**config.mk**
```make
export PLATFORM = sky130hd
export DESIGN_NAME = stream_prefetch
export DESIGN_NICKNAME = d
export VERILOG_FILES = /design/src/rtl/sbpf_pkg.sv /design/src/rtl/sbpf_entry.sv /design/src/rtl/stream_prefetch.sv
export SDC_FILE = /design/constraint.sdc
export NUM_CORES = 1
export LEC_CHECK = 0
export BUFFER_PORTS_ARGS = -buffer_cell sky130_fd_sc_hd__buf_2
export CAP_MARGIN = 15
export CORE_MARGIN = 5
export CORE_UTILIZATION = 40
export DETAILED_ROUTE_END_ITERATION = 8
export GPL_ROUTABILITY_DRIVEN = 1
export MAX_ROUTING_LAYER = met4
export PLACE_DENSITY = 0.72
export SLEW_MARGIN = 15
export SYNTH_ARGS = -nofsm -noshare
export SYNTH_HDL_FRONTEND = slang
export SYNTH_SLANG_ARGS = --single-unit
```
**constraint.sdc**
```tcl
create_clock -name clk -period 2.94 [get_ports clk]
set_clock_uncertainty 0.1 [all_clocks]
set_input_delay 0.588 -clock clk [delete_from_list [all_inputs] [get_ports clk]]
set_output_delay 0.588 -clock clk [all_outputs]
set_load 0.01 [all_outputs]
```
**src/rtl/sbpf_pkg.sv**
```systemverilog
package sbpf_pkg;
    typedef enum logic [2:0] {
        ST_IDLE,
        ST_DEM_REQ,
        ST_DEM_WAIT,
        ST_DRAIN,
        ST_PF_WAIT,
        ST_FILL,
        ST_PF_REQ
    } sbpf_state_e;
endpackage

```
**src/rtl/sbpf_entry.sv**
```systemverilog
module sbpf_entry #(
    parameter int AW = 16,
    parameter int BW = 64
) (
    input  logic          clk,
    input  logic          rst_n,
    input  logic          alloc_i,
    input  logic [AW-1:0] alloc_addr_i,
    input  logic          capture_i,
    input  logic [BW-1:0] rsp_data_i,
    input  logic          clear_i,
    input  logic [AW-1:0] probe_addr_i,
    output logic          hit_valid_o,
    output logic          hit_pend_o,
    output logic          pend_o,
    output logic [BW-1:0] data_o
);
    logic [AW-1:0] addr_q;
    logic [BW-1:0] data_q;
    logic          valid_q;
    logic          pend_q;

    always_ff @(posedge clk) begin
        if (!rst_n) begin
            valid_q <= 1'b0;
            pend_q  <= 1'b0;
            addr_q  <= '0;
            data_q  <= '0;
        end else if (clear_i) begin
            valid_q <= 1'b0;
            pend_q  <= 1'b0;
        end else if (alloc_i) begin
            addr_q  <= alloc_addr_i;
            pend_q  <= 1'b1;
            valid_q <= 1'b0;
        end else if (capture_i) begin
            data_q  <= rsp_data_i;
            valid_q <= 1'b1;
            pend_q  <= 1'b0;
        end
    end

    assign hit_valid_o = valid_q && (addr_q == probe_addr_i);
    assign hit_pend_o  = pend_q  && (addr_q == probe_addr_i);
    assign pend_o      = pend_q;
    assign data_o      = data_q;

    // a new prefetch is only launched once no older one is in flight
    p_alloc_free_r6: assert property (@(posedge clk) disable iff (!rst_n)
        alloc_i |-> !pend_q);

    // prefetched data is only stored against an outstanding request
    p_capture_pending_r5: assert property (@(posedge clk) disable iff (!rst_n)
        capture_i |-> pend_q);
endmodule

```
**src/rtl/stream_prefetch.sv**
```systemverilog
module stream_prefetch
    import sbpf_pkg::*;
#(
    parameter int AW = 16,
    parameter int BW = 64
) (
    input  logic          clk,
    input  logic          rst_n,
    input  logic          miss_valid,
    input  logic [AW-1:0] miss_addr,
    output logic          miss_ready,
    output logic          fill_valid,
    output logic [AW-1:0] fill_addr,
    output logic [BW-1:0] fill_data,
    output logic          fill_from_buf,
    output logic          mem_req_valid,
    output logic [AW-1:0] mem_req_addr,
    input  logic          mem_req_ready,
    input  logic          mem_rsp_valid,
    input  logic [BW-1:0] mem_rsp_data
);
    localparam logic [AW-1:0] STEP = AW'(1);

    sbpf_state_e   state_q, state_d;
    logic [AW-1:0] cur_q, cur_d;
    logic [BW-1:0] data_q, data_d;
    logic          src_q, src_d;

    logic          ent_clear, ent_capture, ent_alloc;
    logic          hit_valid, hit_pend, ent_pend;
    logic [BW-1:0] ent_data;

    sbpf_entry #(.AW(AW), .BW(BW)) entry_i (
        .clk          (clk),
        .rst_n        (rst_n),
        .alloc_i      (ent_alloc),
        .alloc_addr_i (cur_q + STEP),
        .capture_i    (ent_capture),
        .rsp_data_i   (mem_rsp_data),
        .clear_i      (ent_clear),
        .probe_addr_i (miss_addr),
        .hit_valid_o  (hit_valid),
        .hit_pend_o   (hit_pend),
        .pend_o       (ent_pend),
        .data_o       (ent_data)
    );

    // state register and datapath registers
    always_ff @(posedge clk) begin
        if (!rst_n) begin
            state_q <= ST_IDLE;
            cur_q   <= '0;
            data_q  <= '0;
            src_q   <= 1'b0;
        end else begin
            state_q <= state_d;
            cur_q   <= cur_d;
            data_q  <= data_d;
            src_q   <= src_d;
        end
    end

    // next state
    always_comb begin
        state_d     = state_q;
        cur_d       = cur_q;
        data_d      = data_q;
        src_d       = src_q;
        ent_clear   = 1'b0;
        ent_capture = 1'b0;
        unique case (state_q)
            ST_IDLE: begin
                if (miss_valid) begin
                    cur_d = miss_addr;
                    if (hit_valid) begin
                        data_d    = ent_data;
                        src_d     = 1'b1;
                        ent_clear = 1'b1;
                        state_d   = ST_FILL;
                    end else if (hit_pend) begin
                        if (mem_rsp_valid) begin
                            data_d    = mem_rsp_data;
                            src_d     = 1'b1;
                            ent_clear = 1'b1;
                            state_d   = ST_FILL;
                        end else begin
                            state_d = ST_PF_WAIT;
                        end
                    end else if (ent_pend && !mem_rsp_valid) begin
                        state_d = ST_DRAIN;
                    end else begin
                        src_d     = 1'b0;
                        ent_clear = 1'b1;
                        state_d   = ST_DEM_REQ;
                    end
                end else if (ent_pend && mem_rsp_valid) begin
                    ent_capture = 1'b1;
                end
            end
            ST_DEM_REQ: begin
                if (mem_req_ready) state_d = ST_DEM_WAIT;
            end
            ST_DEM_WAIT: begin
                if (mem_rsp_valid) begin
                    data_d  = mem_rsp_data;
                    src_d   = 1'b0;
                    state_d = ST_FILL;
                end
            end
            ST_DRAIN: begin
                if (mem_rsp_valid) begin
                    ent_clear = 1'b1;
                    src_d     = 1'b0;
                    state_d   = ST_DEM_REQ;
                end
            end
            ST_PF_WAIT: begin
                if (mem_rsp_valid) begin
                    data_d    = mem_rsp_data;
                    src_d     = 1'b1;
                    ent_clear = 1'b1;
                    state_d   = ST_FILL;
                end
            end
            ST_FILL: state_d = ST_PF_REQ;
            ST_PF_REQ: begin
                if (mem_req_ready) state_d = ST_IDLE;
            end
            default: state_d = ST_IDLE;
        endcase
    end

    assign ent_alloc = (state_q == ST_PF_REQ) && mem_req_ready;

    // outputs
    always_comb begin
        miss_ready    = (state_q == ST_IDLE);
        mem_req_valid = (state_q == ST_DEM_REQ) || (state_q == ST_PF_REQ);
        mem_req_addr  = (state_q == ST_PF_REQ) ? cur_q + STEP : cur_q;
        fill_valid    = (state_q == ST_FILL);
        fill_addr     = cur_q;
        fill_data     = data_q;
        fill_from_buf = src_q;
    end

    p_req_hold_r7: assert property (@(posedge clk) disable iff (!rst_n)
        mem_req_valid && !mem_req_ready |=> mem_req_valid && $stable(mem_req_addr));

    p_fill_pulse_r9: assert property (@(posedge clk) disable iff (!rst_n)
        fill_valid |=> !fill_valid);

    p_pf_follows_fill_r3: assert property (@(posedge clk) disable iff (!rst_n)
        fill_valid |=> mem_req_valid && (mem_req_addr == $past(fill_addr) + STEP));

    p_buf_hit_fast_r4: assert property (@(posedge clk) disable iff (!rst_n)
        miss_valid && miss_ready && hit_valid |=> fill_valid && fill_from_buf);

    p_busy_after_accept_r8: assert property (@(posedge clk) disable iff (!rst_n)
        miss_valid && miss_ready |=> !miss_ready);
endmodule

```
; Word level (Yosys, flattened, before mapping)
; Cells that the tools add are included.
; W data, S select, Z words.
[word_totals]
register_bits = 166
latchBits = 0
mem_bits_rw = 0
rom_bits = 0
inputBits = 85
out_inout_bits = 100
n_memories = 0
[op_classes]
n_addsub = 1
mul = 0
n_div = 0
magnitude_cmp = 0
n_eq_ne = 15
shift = 0
mux = 34
n_bitwise = 3
n_reduce_logical = 22
[ops]
columns = operator, count
row1 = $mux W64, 4
row2 = $pmux W64 S2, 1
row3 = $mux W3, 7
row4 = $pmux W3 S6, 1
row5 = $mux W1, 17
row6 = $add A16 B1 Y16 const B, 1
row7 = $eq A16 B16 Y1, 1
row8 = $mux W16, 1
row9 = $eq A3 B3 Y1 const B, 3
row10 = $ne A2 B2 Y1 const B, 4
row11 = $reduce_or A2 Y1, 4
row12 = $eq A3 B2 Y1 const B, 2
row13 = $reduce_and A3 Y1, 2
row14 = $logic_and A1 B1 Y1, 5
row15 = $reduce_and A5 Y1, 1
row16 = $ne A2 B1 Y1 const B, 2
row17 = $ne A4 B2 Y1 const B, 1
row18 = $reduce_and A2 Y1, 2
row19 = $reduce_and A4 Y1, 1
row20 = $reduce_bool A2 Y1, 2
row21 = $eq A3 B1 Y1 const B, 1
row22 = $logic_not A3 Y1, 1
row23 = $ne A3 B1 Y1 const B, 1
row24 = $not A1 Y1, 3
row25 = 7 further kinds, 7

; Longest topological paths before layout
[logic_depth]
ltp_word = 9
ltp_mapped = 8

; Cells and area by module
; A second synthesis with hierarchy kept.
[hier_totals]
hier_cells = 890
hier_area_um2 = 7541.0
[modules_own_cells]
columns = module, instances, cells_each, area_per_inst_um2, seq_area_each_um2
row1 = stream_prefetch, 1, 509, 4016.4, 1681.6
row2 = sbpf_entry, 1, 381, 3524.6, 1641.6

; Worst setup path after synthesis
; No wires, ideal clock.
[synth_timing]
path_kind = flip-flop to output port
from = register cur_q[0] (netlist: fill_addr[0])
to = output mem_req_addr[14]
t_arrival_ns = 1.802
slack_ns = 0.450
path_stages_with_launch = 7
n_path_buf = 0
cell_sequence = dfxtp_1 -> ha_1 -> nand3_1 -> nor3_1 -> and3_1 -> nand4_1 -> xnor2_1
[synth_between]
elab_chain_cells = 2
[synth_rtl]
columns = item, line_no
row1 = from (decl), stream_prefetch.sv:25  ; logic [AW-1:0] cur_q, cur_d;
row2 = from (signal assigned), stream_prefetch.sv:57  ; cur_q <= cur_d;
row3 = $add A16 B1 Y16, stream_prefetch.sv:139  ; mem_req_addr = (state_q == ST_PF_REQ) ? cur_q + STEP : cur_q;
row4 = $mux W16, stream_prefetch.sv:139
row5 = to (decl), stream_prefetch.sv:17  ; output logic [AW-1:0] mem_req_addr,
; No other way between the ends.

; Final worst setup path
[layout_timing]
from = register cur_q[4] (netlist: fill_addr[4])
to = output mem_req_addr[15]
; Same word-level chain as after synthesis.

==> impl_metrics.ini <==
[outcome]
outcome = completed

[yosys]
yosysMostFrequentCell = nand2_1
syn_area_per_cell_um2 = 9.21
synth.distinct_cells = 47
synth_fp_nets = 944
synth_edf_count = 0
synth.area.top_cells = dfxtp_1 42%, mux2_2 9.1%, nand2_1 8.8%
yosysWarningCount = 0
yosysTopAreaCell = dfxtp_1
synth-seq-cells = 166
netlist_area_um2 = 7900
synthCells = 858
synth_top_area_share_pct = 42.1
yosys_most_used_dff = dfxtp_1
postSynth.asyncResetShare_pct = 0
yosysSeqAreaShare_pct = 42.1
synth_commonest_cells = 185 x nand2_1, 166 x dfxtp_1, 91 x a21oi_1

[drt]
wl_per_cell_um = 16.5
drcViolationCount = 0
ant_nets = 0
drtPass1Iterations = 5
drt-initial-drc-count = 319
vias_per_cell = 5.28
routed_wl_um = 21400
num_vias = 6853

[worst_setup_path]
path_delay_family = simple AND/OR/NAND/NOR gates
critPathKind = flop to output pin
cp.buffers_inverters = 2
end_kind = output pin
path_max_fanout = 6
crit_chain = nand3_1 -> nor4_1 -> buf_4 -> and3_2 -> nand4_1 -> xnor2_1 -> buf_2
max_stage_delay_ps = 480
slowest_stage = dfxtp_1
setup.worst_path.start_class = flop
worst_ep_arrival_time_ps = 2170
crit_required_ps = 2250

[place]
port_buffers = 184
dp_hpwl_um = 14200
place_area_um2 = 9070
gp_congestion = 0.868

[timing]
fmax_ghz = 0.350
slew_viol_final = 0
setup_viol = 0
tightest_slew_ps = 769
relSlewSlack_pct = 48.7
period_needed_ps = 2860
hold_viol = 0
min_period_over_period_pct = 97.3
final.setup.tns_ps = 0

[die]
die_area_um2 = 22700
num_rows = 51
ios = 185
start_util_pct = 40.6
die_w_um = 151
fp.coreArea_um2 = 19500
die_y_um = 151

[clock_network]
clockBufferDepth = 2
cts_tree = done
cts_num_sinks = 166
cts_root_buf = clkbuf_16
cts_made_buffers = 17
hold_buffers = 0
insertion_delay_ps = 420
cts.htree.levels = 4
clk_pin_slew_worst_paths_ps = 70

[cells_and_area]
diodes = 0
nFillCells = 1845
syn_to_final_growth_pct = 22.6
final_area_um2 = 9690
drive_above_1_share_pct = 31.8
finalNetCount = 1108
multiInputGateArea_um2 = 4240
register_area_um2 = 3330

[power_and_ir_drop]
ir_drop_mv = 0.388
power.density_nw_per_um2 = 575
p_leak_uw = 0.00373

[run]
drv_cap = 0

[grt]
grt_use_total_pct = 19.4
grt_start_max_net_pins = 66
grt_first_pass_wirelength_um = 34400
gr-total-overflow = 0
antenna_found_initial = 0
grt_pass1_vias = 6779

[worst_hold_path]
hold_class = input port to flop
## metrics by stage
| step | power [uW] | utilization, % | setup WS, ps | hold WS (ps) | std cells |
|---|---|---|---|---|---|
| after global placement | 3460 | 46.6 | 334 | 343 | 1265 |
| after detailed placement | 3480 | 46.6 | 283 | 348 | 1265 |
| after CTS | 5620 | 49.5 | 11.5 | 286 | 1295 |
| final | 5570 | 49.8 | 80.8 | 308 | 1298 |
| after floorplan | 3080 | - | 450 | 336 | 858 |
| after global routing | 5830 | 49.8 | -10.1 | 296 | 1298 |
## worst register-to-register path: stages, from the launching register on
cell,delay (ps)
dfxtp_1,600
nor2b_1,170
o21bai_1,360
nand2_1,220
nor2_8,160
buf_12,310
mux2i_1,310
o2bb2ai_1,90
## metal layers
layer,up-vias,global-route usage (%),wire length [um]
met5,-,-,0
met4,0,5.81,308
met3,23,4.27,1300
met2,207,30.9,10200
met1,3285,24.7,9570
li1,3338,-,-
## cells by family (layout without fill, tap and decap cells)
kind of cell / Yosys count / count (layout) / share of synthesized area [%]
DFF: 166 / 166 / 42.1
xor gates and xnor gates: 45 / 45 / 4.99
and+or+nand+nor: 253 / 253 / 14.4
muxes: 129 / 129 / 17.4
adders and majority gates: 1 / 1 / 0.158
AOI/OAI and AO/OA: 191 / 191 / 16.1
buffers and inverters: 73 / 248 / 4.86
## power by group
part	internal [uW]	switching, uW	total, uW
Sequential	2360	124	2480
Clock	1210	924	2130
Combinational	410	549	959
Total	3970	1600	5570
## what timing repair did
item,4_1_cts,5_1_grt
endpoints found under the setup margin,2,12
resized for setup,4,7
pin swaps,0,1
buffers inserted,0,3
## final timing paths
kind / startpoint / endpoint / slack [ps] / cells past startpoint
hold / removal: mem_rsp_data[59] / entry_i.data_o[59] / 310 / 3
hold reg to reg: entry_i.data_o[43] / entry_i.data_o[43] / 350 / 2
setup / recovery: fill_addr[4] / mem_req_addr[15] / 80 / 7
setup reg to reg: state_q[2] / fill_data[11] / 500 / 7
## registers in the layout (all words and copies together), names as in the netlist
name             flops
state_q              3
entry_i.pend_o       1
fill_from_buf        1
entry_i.addr_q      16
fill_data           64
fill_addr           16
entry_i.valid_q      1
entry_i.data_o      64
## layout by cell type, fill, tap and decap left out, types with 3 or more instances in the layout
cell type  synthesis  final
nor4_4             4      4
o2bb2ai_1         64     64
and3_1             5      3
a21oi_1           91     91
clkinv_4           0      4
nand3_1            7      6
buf_4              0     22
dfxtp_1          166    162
mux2_2            64     64
nor2_1            29     29
buf_2              9    184
buf_12             6      6
nand4_1            4      4
xor2_1            26     26
clkbuf_16          0     17
mux2i_1           65     65
nor3_1             4      3
nand2_1          185    185
xnor2_1           19     19
inv_1              5      5
a211oi_1          12     12
dfxtp_2            0      3
o21ai_0           14     14
## area by class of cell
cell class / count / share of cell area [%]
multi-input combinational: 619 / 43.8
sequential: 166 / 34.4
timing repair buffer: 212 / 12.5
clock buffer: 20 / 4.72
tap: 265 / 3.42
clock inverter: 10 / 1.03
inverter: 6 / 0.233
(Power assumes the default switching activity.)
